==> config.mk <==
export PLATFORM = sky130hd
export DESIGN_NAME = eep_phy_seq
export DESIGN_NICKNAME = d
export VERILOG_FILES = /design/src/rtl/eps_pkg.sv /design/src/rtl/eps_step_rom.sv /design/src/rtl/eps_settle_timer.sv /design/src/rtl/eep_phy_seq.sv
export SDC_FILE = /design/constraint.sdc
export NUM_CORES = 1
export LEC_CHECK = 0
export ABC_AREA = 1
export BUFFER_PORTS_ARGS = -buffer_cell sky130_fd_sc_hd__clkbuf_2
export CAP_MARGIN = 20
export CORE_ASPECT_RATIO = 0.75
export CORE_MARGIN = 4
export CORE_UTILIZATION = 45
export DETAILED_ROUTE_END_ITERATION = 8
export GPL_ROUTABILITY_DRIVEN = 0
export MAX_ROUTING_LAYER = met4
export PLACE_DENSITY = 0.71
export SETUP_SLACK_MARGIN = 0.4
export SYNTH_ARGS = -nofsm -noshare
export SYNTH_HDL_FRONTEND = slang
export SYNTH_SLANG_ARGS = --single-unit
==> constraint.sdc <==
create_clock -name clk -period 5.6 [get_ports clk]
set_input_delay 1.12 -clock clk [delete_from_list [all_inputs] [get_ports clk]]
set_output_delay 1.12 -clock clk [all_outputs]
set_load 0.05 [all_outputs]
==> src/rtl/eps_pkg.sv <==
package eps_pkg;
  localparam int STEP_W = 4;

  // Register numbers on the indexed port
  localparam logic [7:0] IX_CTRL = 8'h0B;
  localparam logic [7:0] IX_ADDR = 8'h0C;
  localparam logic [7:0] IX_DLO  = 8'h0D;
  localparam logic [7:0] IX_DHI  = 8'h0E;
  localparam logic [7:0] PHY_BIAS = 8'h40;

  // Control register bit positions
  localparam int CB_BUSY   = 0;
  localparam int CB_WR     = 1;
  localparam int CB_RD     = 2;
  localparam int CB_PHY    = 3;
  localparam int CB_WEN    = 4;
  localparam int CB_RELOAD = 5;

  localparam logic [7:0] CTL_EEP_RD = 8'(1 << CB_RD);
  localparam logic [7:0] CTL_EEP_WR = 8'((1 << CB_WEN) | (1 << CB_WR));
  localparam logic [7:0] CTL_RELOAD = 8'(1 << CB_RELOAD);
  localparam logic [7:0] CTL_PHY_RD = 8'((1 << CB_PHY) | (1 << CB_RD));
  localparam logic [7:0] CTL_PHY_WR = 8'((1 << CB_PHY) | (1 << CB_WR));

  typedef enum logic [2:0] {U_WREG, U_RLO, U_RHI, U_POLL, U_WAIT} ukind_e;
  typedef enum logic [2:0] {V_CONST, V_OFS, V_PHYOFS, V_WLO, V_WHI} vsrc_e;
  typedef enum logic [1:0] {D_EEP, D_PHYRD, D_PHYWR} dsel_e;

  typedef struct packed {
    ukind_e     kind;
    logic [7:0] idx;
    vsrc_e      src;
    logic [7:0] cval;
    dsel_e      dsel;
    logic       last;
  } uop_t;
endpackage

==> src/rtl/eps_step_rom.sv <==
module eps_step_rom
  import eps_pkg::*;
(
  input  logic              tgt_phy,
  input  logic [1:0]        op,
  input  logic [STEP_W-1:0] step,
  output uop_t              uop
);
  function automatic uop_t mk(ukind_e k, logic [7:0] ix, vsrc_e s,
                              logic [7:0] c, dsel_e d, logic l);
    uop_t u;
    u.kind = k; u.idx = ix; u.src = s; u.cval = c; u.dsel = d; u.last = l;
    return u;
  endfunction

  always_comb begin
    uop = mk(U_WREG, IX_CTRL, V_CONST, 8'h00, D_EEP, 1'b1);
    if (op[1]) begin
      case (step)
        4'd0: uop = mk(U_WREG, IX_CTRL, V_CONST, CTL_RELOAD, D_EEP, 1'b0);
        4'd1: uop = mk(U_POLL, IX_CTRL, V_CONST, 8'h00, D_EEP, 1'b0);
        4'd2: uop = mk(U_WAIT, IX_CTRL, V_CONST, 8'h00, D_EEP, 1'b0);
        default: ;
      endcase
    end else if (!tgt_phy && !op[0]) begin
      case (step)
        4'd0: uop = mk(U_WREG, IX_ADDR, V_OFS, 8'h00, D_EEP, 1'b0);
        4'd1: uop = mk(U_WREG, IX_CTRL, V_CONST, CTL_EEP_RD, D_EEP, 1'b0);
        4'd2: uop = mk(U_POLL, IX_CTRL, V_CONST, 8'h00, D_EEP, 1'b0);
        4'd3: uop = mk(U_WAIT, IX_CTRL, V_CONST, 8'h00, D_EEP, 1'b0);
        4'd4: uop = mk(U_WREG, IX_CTRL, V_CONST, 8'h00, D_EEP, 1'b0);
        4'd5: uop = mk(U_RLO, IX_DLO, V_CONST, 8'h00, D_EEP, 1'b0);
        4'd6: uop = mk(U_RHI, IX_DHI, V_CONST, 8'h00, D_EEP, 1'b1);
        default: ;
      endcase
    end else if (!tgt_phy) begin
      case (step)
        4'd0: uop = mk(U_WREG, IX_ADDR, V_OFS, 8'h00, D_EEP, 1'b0);
        4'd1: uop = mk(U_WREG, IX_DHI, V_WHI, 8'h00, D_EEP, 1'b0);
        4'd2: uop = mk(U_WREG, IX_DLO, V_WLO, 8'h00, D_EEP, 1'b0);
        4'd3: uop = mk(U_WREG, IX_CTRL, V_CONST, CTL_EEP_WR, D_EEP, 1'b0);
        4'd4: uop = mk(U_POLL, IX_CTRL, V_CONST, 8'h00, D_EEP, 1'b0);
        4'd5: uop = mk(U_WAIT, IX_CTRL, V_CONST, 8'h00, D_EEP, 1'b0);
        default: ;
      endcase
    end else if (!op[0]) begin
      case (step)
        4'd0: uop = mk(U_WREG, IX_ADDR, V_PHYOFS, 8'h00, D_PHYRD, 1'b0);
        4'd1: uop = mk(U_WREG, IX_CTRL, V_CONST, CTL_PHY_RD, D_PHYRD, 1'b0);
        4'd2: uop = mk(U_WAIT, IX_CTRL, V_CONST, 8'h00, D_PHYRD, 1'b0);
        4'd3: uop = mk(U_WREG, IX_CTRL, V_CONST, 8'h00, D_PHYRD, 1'b0);
        4'd4: uop = mk(U_RLO, IX_DLO, V_CONST, 8'h00, D_PHYRD, 1'b0);
        4'd5: uop = mk(U_RHI, IX_DHI, V_CONST, 8'h00, D_PHYRD, 1'b1);
        default: ;
      endcase
    end else begin
      case (step)
        4'd0: uop = mk(U_WREG, IX_ADDR, V_PHYOFS, 8'h00, D_PHYWR, 1'b0);
        4'd1: uop = mk(U_WREG, IX_DLO, V_WLO, 8'h00, D_PHYWR, 1'b0);
        4'd2: uop = mk(U_WREG, IX_DHI, V_WHI, 8'h00, D_PHYWR, 1'b0);
        4'd3: uop = mk(U_WREG, IX_CTRL, V_CONST, CTL_PHY_WR, D_PHYWR, 1'b0);
        4'd4: uop = mk(U_WAIT, IX_CTRL, V_CONST, 8'h00, D_PHYWR, 1'b0);
        default: ;
      endcase
    end
  end
endmodule

==> src/rtl/eps_settle_timer.sv <==
module eps_settle_timer #(
  parameter int CNT_W = 20
) (
  input  logic             clk,
  input  logic             rst_n,
  input  logic             load,
  input  logic             run,
  input  logic [CNT_W-1:0] load_val,
  output logic             fire
);
  logic [CNT_W-1:0] cnt_q, cnt_d;

  always_comb begin
    cnt_d = cnt_q;
    if (load)
      cnt_d = load_val;
    else if (run && cnt_q != '0)
      cnt_d = cnt_q - CNT_W'(1);
  end

  always_ff @(posedge clk or negedge rst_n) begin
    if (!rst_n) cnt_q <= '0;
    else        cnt_q <= cnt_d;
  end

  assign fire = (cnt_q <= CNT_W'(1));


  tmr_hold_chk: assert property (@(posedge clk) disable iff (!rst_n)
    (load && load_val > CNT_W'(1)) |=> !fire);
endmodule

==> src/rtl/eep_phy_seq.sv <==
module eep_phy_seq
  import eps_pkg::*;
#(
  parameter int OFS_W         = 6,
  parameter int EEP_SETTLE    = 800000,
  parameter int PHY_RD_SETTLE = 20000,
  parameter int PHY_WR_SETTLE = 50000
) (
  input  logic             clk,
  input  logic             rst_n,
  input  logic             cmd_valid,
  input  logic             cmd_target,
  input  logic [1:0]       cmd_op,
  input  logic [OFS_W-1:0] cmd_offset,
  input  logic [15:0]      cmd_wdata,
  output logic             ready,
  output logic             done,
  output logic [15:0]      rdata,
  output logic             bus_wr,
  output logic             bus_rd,
  output logic             bus_idx,
  output logic [7:0]       bus_wdata,
  input  logic [7:0]       bus_rdata
);
  localparam int MAX_A = (EEP_SETTLE > PHY_RD_SETTLE) ? EEP_SETTLE : PHY_RD_SETTLE;
  localparam int MAX_W = (MAX_A > PHY_WR_SETTLE) ? MAX_A : PHY_WR_SETTLE;
  localparam int CNT_W = $clog2(MAX_W + 1) < 1 ? 1 : $clog2(MAX_W + 1);

  typedef enum logic [2:0] {S_IDLE, S_IDX, S_DATA, S_WAIT, S_FIN} st_e;

  st_e               state_q, state_d;
  logic [STEP_W-1:0] step_q, step_d;
  logic              tgt_q;
  logic [1:0]        op_q;
  logic [OFS_W-1:0]  ofs_q;
  logic [15:0]       wdata_q;
  logic [15:0]       rdata_q;
  logic              cmd_en, lo_en, hi_en;
  logic              tmr_load, tmr_fire;
  logic [CNT_W-1:0]  tmr_val;
  logic [7:0]        val;
  uop_t              uop;

  eps_step_rom u_rom (
    .tgt_phy (tgt_q),
    .op      (op_q),
    .step    (step_q),
    .uop     (uop)
  );

  eps_settle_timer #(.CNT_W(CNT_W)) u_tmr (
    .clk      (clk),
    .rst_n    (rst_n),
    .load     (tmr_load),
    .run      (state_q == S_WAIT),
    .load_val (tmr_val),
    .fire     (tmr_fire)
  );

  always_comb begin
    case (uop.dsel)
      D_PHYRD: tmr_val = CNT_W'(PHY_RD_SETTLE);
      D_PHYWR: tmr_val = CNT_W'(PHY_WR_SETTLE);
      default: tmr_val = CNT_W'(EEP_SETTLE);
    endcase
    case (uop.src)
      V_OFS:    val = 8'(ofs_q);
      V_PHYOFS: val = PHY_BIAS + 8'(ofs_q);
      V_WLO:    val = wdata_q[7:0];
      V_WHI:    val = wdata_q[15:8];
      default:  val = uop.cval;
    endcase
  end

  // Next-state and bus drive
  always_comb begin
    state_d   = state_q;
    step_d    = step_q;
    cmd_en    = 1'b0;
    lo_en     = 1'b0;
    hi_en     = 1'b0;
    tmr_load  = 1'b0;
    bus_wr    = 1'b0;
    bus_rd    = 1'b0;
    bus_idx   = 1'b0;
    bus_wdata = 8'h00;
    case (state_q)
      S_IDLE: begin
        if (cmd_valid) begin
          cmd_en  = 1'b1;
          step_d  = '0;
          state_d = S_IDX;
        end
      end
      S_IDX: begin
        if (uop.kind == U_WAIT) begin
          tmr_load = 1'b1;
          state_d  = S_WAIT;
        end else begin
          bus_wr    = 1'b1;
          bus_idx   = 1'b1;
          bus_wdata = uop.idx;
          state_d   = S_DATA;
        end
      end
      S_DATA: begin
        if (uop.kind == U_WREG) begin
          bus_wr    = 1'b1;
          bus_wdata = val;
        end else begin
          bus_rd = 1'b1;
        end
        lo_en = (uop.kind == U_RLO);
        hi_en = (uop.kind == U_RHI);
        if (uop.kind == U_POLL && bus_rdata[CB_BUSY]) begin
          state_d = S_IDX;
        end else if (uop.last) begin
          state_d = S_FIN;
        end else begin
          step_d  = step_q + STEP_W'(1);
          state_d = S_IDX;
        end
      end
      S_WAIT: begin
        if (tmr_fire) begin
          step_d  = step_q + STEP_W'(1);
          state_d = S_IDX;
        end
      end
      default: state_d = S_IDLE;
    endcase
  end

  always_ff @(posedge clk or negedge rst_n) begin
    if (!rst_n) begin
      state_q <= S_IDLE;
      step_q  <= '0;
    end else begin
      state_q <= state_d;
      step_q  <= step_d;
    end
  end

  always_ff @(posedge clk or negedge rst_n) begin
    if (!rst_n) begin
      tgt_q   <= 1'b0;
      op_q    <= 2'b00;
      ofs_q   <= '0;
      wdata_q <= 16'h0000;
    end else if (cmd_en) begin
      tgt_q   <= cmd_target;
      op_q    <= cmd_op;
      ofs_q   <= cmd_offset;
      wdata_q <= cmd_wdata;
    end
  end

  always_ff @(posedge clk or negedge rst_n) begin
    if (!rst_n) begin
      rdata_q <= 16'h0000;
    end else begin
      if (lo_en) rdata_q[7:0]  <= bus_rdata;
      if (hi_en) rdata_q[15:8] <= bus_rdata;
    end
  end

  assign ready = (state_q == S_IDLE);
  assign done  = (state_q == S_FIN);
  assign rdata = rdata_q;


  idx_before_data_chk: assert property (@(posedge clk) disable iff (!rst_n)
    ((bus_wr || bus_rd) && !bus_idx) |-> $past(bus_wr && bus_idx));


  done_pulse_chk: assert property (@(posedge clk) disable iff (!rst_n)
    done |=> (!done && ready));


  busy_hold_chk: assert property (@(posedge clk) disable iff (!rst_n)
    (!ready && $past(!ready)) |-> ($stable(tgt_q) && $stable(op_q) &&
                                   $stable(ofs_q) && $stable(wdata_q)));


  poll_repeat_chk: assert property (@(posedge clk) disable iff (!rst_n)
    (state_q == S_DATA && uop.kind == U_POLL && bus_rdata[CB_BUSY])
      |=> (bus_wr && bus_idx && bus_wdata == IX_CTRL));
endmodule

## Word-level counts from Yosys, hierarchy flattened

Index checks and enable logic that the tools add are counted.

| operators by class | value |
|---|---|
| add/sub/neg operators | 3 |
| magnitude comparators | 1 |
| equality and inequality tests | 24 |
| mux-type cells | 39 |
| reductions and logical operators | 13 |

Operators by type and width:

| operator | count |
|---|---|
| $pmux 25 s6 | 2 |
| $pmux 25 s7 | 1 |
| $pmux 25 s5 | 1 |
| $mux 25 | 4 |
| $pmux 25 s3 | 1 |
| $mux 20 | 2 |
| $pmux 20 s2 | 1 |
| $pmux 8 s4 | 1 |
| $le 20x1->1 const B | 1 |
| $reduce_bool 20->1 | 1 |
| $sub 20x1->20 const B | 1 |
| $eq 3x2->1 const B | 6 |
| $mux 4 | 4 |
| $mux 8 | 2 |
| $pmux 8 s2 | 1 |
| $eq 4x3->1 const B | 3 |
| $mux 1 | 12 |
| $mux 3 | 4 |
| $pmux 3 s4 | 1 |
| $pmux 4 s3 | 1 |
| $eq 3x1->1 const B | 3 |
| $eq 3x3->1 const B | 3 |
| $add 7x6->8 const A | 1 |
| $eq 4x2->1 const B | 2 |
| other kinds (14) | 21 |

| storage, ports and cells | value |
|---|---|
| register bits | 68 |
| input port bits | 36 |
| output and inout port bits | 29 |
| word-level logic and storage cells | 89 |

## Depth between registers and ports, before layout

| depth | value |
|---|---|
| depth in word-level cells | 10 |
| gate-level depth with buffers | 16 |
| mapped depth without buffers | 16 |

## Cells and area by module

A second synthesis with hierarchy kept.

| unflattened totals | value |
|---|---|
| cells, all modules | 713 |
| area total of the unflattened synthesis | 4883.4 um^2 |

By module, submodules not included:

| module | instances | cells each | area an instance (um^2) | sequential area each (um^2) |
|---|---|---|---|---|
| eep_phy_seq | 1 | 360 | 2763.9 | 1201.2 |
| eps_settle_timer | 1 | 227 | 1493.9 | 500.5 |
| eps_step_rom | 1 | 126 | 625.6 | 0.0 |

## Worst setup path before layout

OpenSTA, ideal clock, no wires.

| timing | value |
|---|---|
| kind | register to output |
| start | register step_q[0] |
| end | output port bus_wdata[2] |
| arrival time | 2.656 ns |
| required time | 4.480 ns |
| setup slack | 1.824 ns |
| cell stages (with the launch flop) | 13 |
| path buffers | 0 |
| path through | dfrtp_1 -> inv_1 -> ha_1 -> nand3_1 -> nor2_1 -> nor2_1 -> nand3_2 -> nand2_2 -> nand2_2 -> nor2_1 -> nor2_1 -> nand3_1 -> nand2_1 |

| between the ends | value |
|---|---|
| word-level cells in the longest chain between the ends | 10 |
| elaborated cells on any way between the ends | 26 |
| those cells by class | 11 x eq/ne; 13 x mux; 2 x reduce/logical |

RTL lines:

| element | RTL line | source |
|---|---|---|
| start, declared | eep_phy_seq.sv:32 | `logic [STEP_W-1:0] step_q, step_d;` |
| start signal, assigned | eep_phy_seq.sv:140 | `step_q <= step_d;` |
| $eq 4x3->1, or another cell as far along | eps_step_rom.sv:26, eps_step_rom.sv:37, eps_step_rom.sv:47 |  |
| $pmux 25 s6 or $pmux 25 s5 (tied branches) | eps_step_rom.sv:47, eps_step_rom.sv:57 |  |
| $mux 25 | eps_step_rom.sv:46 | `end else if (!op[0]) begin` |
| $mux 25 | eps_step_rom.sv:36 | `end else if (!tgt_phy) begin` |
| $mux 25 | eps_step_rom.sv:25 | `end else if (!tgt_phy && !op[0]) begin` |
| $mux 25 * | eps_step_rom.sv:18 | `if (op[1]) begin` |
| $eq 3x3->1, or another cell as far along | eep_phy_seq.sv:66 | `case (uop.src)` |
| $pmux 8 s4 | eep_phy_seq.sv:66 |  |
| $mux 8 | eep_phy_seq.sv:107 | `if (uop.kind == U_WREG) begin` |
| $pmux 8 s2 * | eep_phy_seq.sv:87 | `case (state_q)` |
| end, declared | eep_phy_seq.sv:22 | `output logic [7:0] bus_wdata,` |

Mark *: on every way between the ends. The rest lies on a longest branch, timed or not.

## Worst setup path after layout

| timing | value |
|---|---|
| start | register step_q[0] |
| end | output port bus_wdata[5] |

Same word-level chain as after synthesis.

==> results.json <==
{
  "p_per_area_mw_per_mm2": 668.4,
  "maxCapViolCount": 0,
  "p_comb_share_pct": 55.9,
  "dr_total_vias": 4041,
  "routedWlPerCell_microns": 13.47,
  "die_area_sq_mm": 0.01127,
  "ys.warnings.count": 0,
  "clk_pin_slew_ps": 60,
  "cp_slowest_cell": "dfrtp_1",
  "avgViaCountPerCell": 5.089,
  "synth-edff-count": 0,
  "stdcell_area_sq_mm": 0.005080,
  "synthesis.nets": 643,
  "tightest_slew_ps": 871.9,
  "synthMostInstantiatedCell": "nand2_1",
  "grt_pass1_wl_microns": 18150,
  "clockPowerShare_pct": 17.3,
  "pwr-share-seq_pct": 26.8,
  "antenna_found_initial": 0,
  "yosysTopAreaCell": "dfrtp_1",
  "rows": 30,
  "crit_top_cell": "nor2_1",
  "power.leakage_nw": 2.706,
  "synth-seq-cells": 68,
  "grt_usage_pct": 20.26,
  "startpoint": "step_q[0]$_DFFE_PN0P_",
  "timing.slew.headroom_pct": 41.88,
  "clk_path_buf_depth": 2,
  "min_path_cells": 2,
  "drc": 0,
  "dpl_cell_area_sq_mm": 0.004745,
  "fp.dieH_microns": 92.96,
  "clock_sinks": 68,
  "rsz0062_at_grt": "false",
  "port_buffers": 64,
  "post-cts-setup-buffers": 0,
  "hp-class": "flip-flop to flip-flop",
  "grt-ovfl-total": 0,
  "synth_cells": 597,
  "seq_area_frac_synth_pct": 39.30,
  "cts_resized": 0,
  "fp.coreArea_sq_mm": 0.009196,
  "reg2reg_from": "tgt_q$_DFFE_PN0P_",
  "ant_nets": 0,
  "multiInputGateArea_sq_mm": 0.002281,
  "seqCellArea_sq_mm": 0.001702,
  "final.period_utilization_pct": 68.77,
  "setup_tns_ps": 0,
  "setup_viol": 0,
  "synthArstFlopShare_pct": 100.0,
  "cts_made_buffers": 9,
  "avgSynthCellArea_sq_um": 7.254,
  "p_sw_share_pct": 51.35,
  "hold_path.startpoint": "rdata[2]$_DFFE_PN0P_",
  "clock_skew_ps": 5.578,
  "drtIter0Drc": 311,
  "crit_chain": "inv_1, ha_1, nand3_1, nor2_1, nor2_1, nand3_2, nand2_2, nand2_2, nor2_1, nand2_1, inv_1, nand2_1, nor2_1, clkbuf_2",
  "cp_max_fo": 6,
  "hold_viol_final": 0,
  "drive_gt1_share_pct": 21.02,
  "io-pin-count": 65,
  "final_nets": 707,
  "synth-main-ff-cell": "dfrtp_1",
  "crit_path_end_kind": "primary output",
  "worstReg2RegEnd": "u_tmr.cnt_q[18]$_DFFE_PN0P_",
  "worst_setup_path_start_kind": "flip-flop",
  "cp_data_required_time_ps": 4480,
  "h-tree-depth": 3,
  "first_pass_iters": 5,
  "synth.cell_area_sq_mm": 0.004330,
  "fin_crit_ps": 3851,
  "clk_latency_ps": 330,
  "crit_arrival_ps": 2730,
  "p_switching_mw": 1.744,
  "max_stage_delay_ps": 440,
  "status": "completed",
  "synthTopCellsByCount": "181 x nand2_1, 68 x dfrtp_1, 67 x nor2_1",
  "dp_hpwl_microns": 8010,
  "peakVddDrop_uv": 470.8,
  "antenna_cells": 0,
  "synth_area_leaders": "dfrtp_1 39%, nand2_1 16%, nor2_1 5.8%, nand3_1 5.8%, mux2_2 5.5%",
  "worst_slack_ps": 1749,
  "dpl_worst_slack_ps": 2138,
  "grt_pass1_vias": 3735,
  "synth_cell_types": 36,
  "syn2layout_area_growth_pct": 17.31,
  "fillers": 840,
  "cts_tree": "built",
  "yosysTopAreaCellShare_pct": 39.30,
  "die_x_microns": 121.3,
  "wl_microns": 10700,
  "rrSetupSlack_ps": 3040,
  "setup.worst_path.class": "flip-flop to primary output",
  "initial_core_util_pct": 47.09,
  "grt_max_degree": 69,
  "rr_worst_depth": 13,
  "worstHoldEndpoint": "rdata[2]$_DFFE_PN0P_",
  "fmax_mhz": 259.7,
  "cts_hold_buf": 0,
  "slew_viol_final": 0,
  "p_int_mw": 1.652,
  "cts_root_buf": "clkbuf_16"
}
through the flow:
step                      hold WS, ps  power (mW)  util (%)  instances
final                           492.2       3.395     55.24        794
after global routing            514.7       3.670     55.24        794
after CTS                       497.4       3.373     54.94        793
after detailed placement        483.7       2.773     51.59        777
after global placement          467.6       2.727     51.59        777
after floorplan                 470.6       2.359         -        597
final cells by class:
| class | count | area share [%] |
|---|---|---|
| Multi-Input combinational cell | 443 | 44.90 |
| Sequential cell | 68 | 33.50 |
| Timing Repair Buffer | 66 | 6.995 |
| Inverter | 73 | 5.394 |
| Clock buffer | 9 | 4.433 |
| Tap cell | 128 | 3.153 |
| Clock inverter | 7 | 1.626 |
flip-flops by register name, summed over array words and instances (netlist names):
signal	count
ofs_q	6
op_q	2
rdata	16
state_q	3
step_q	4
tgt_q	1
u_tmr.cnt_q	20
wdata_q	16
critical path: cells and delay by family (launching register included):
kind | cells | cell delay [ps]
adders and majority gates | 1 | 270
buffers and inverters | 3 | 510
DFF | 1 | 440
and+or+nand+nor | 10 | 1160
layout by cell type (no fill, tap or decap), types with 4 or more instances in the layout:
master	count
nand3_1	50
nor3_1	6
xnor2_1	4
a21oi_1	25
xor2_1	9
mux2_2	21
clkbuf_2	63
nand2_1	181
nor2_1	67
clkbuf_16	9
nand3b_1	5
dfrtp_1	68
o21ai_0	15
inv_2	15
nand4_1	10
ha_1	10
or2_2	5
o21ai_1	8
nand2_2	6
inv_1	58
cells by family after synthesis:
logic type / after synthesis / share of synthesized area, %
AO/OA/AOI/OAI: 52 / 6.212
XOR/XNOR: 13 / 2.629
adder cells (fa/ha/maj): 10 / 2.889
buffers and inverters: 86 / 8.032
flip-flops: 68 / 39.29
multiplexers: 21 / 5.461
AND/OR/NAND/NOR: 347 / 35.48
power groups by stage:
stage	sequential, mW	combinational [mW]	clock [mW]
global route	0.937	2.11	0.624
detailed placement	0.907	1.87	0
global placement	0.900	1.83	0
finish	0.910	1.90	0.589
CTS	0.903	1.87	0.598
floorplan	1.03	1.33	0
metal layers:
layer	track usage, %	part of all wire (%)
met5	-	0
met4	4.291	0.99
met3	4.762	9.1
met2	29.03	42
met1	29.33	48
how the worst max path moves through the flow:
stage | slack [ps] | cells after the start | to
6_report | 1750 | 14 | bus_wdata[5]
5_1_grt | 1470 | 14 | bus_wdata[5]
4_1_cts | 1760 | 14 | bus_wdata[5]
3_5_place_dp | 2140 | 14 | bus_wdata[5]
3_3_place_gp | 2200 | 13 | bus_wdata[2]
2_1_floorplan | 1820 | 12 | bus_wdata[2]
Power figures use the tool's default switching activity.
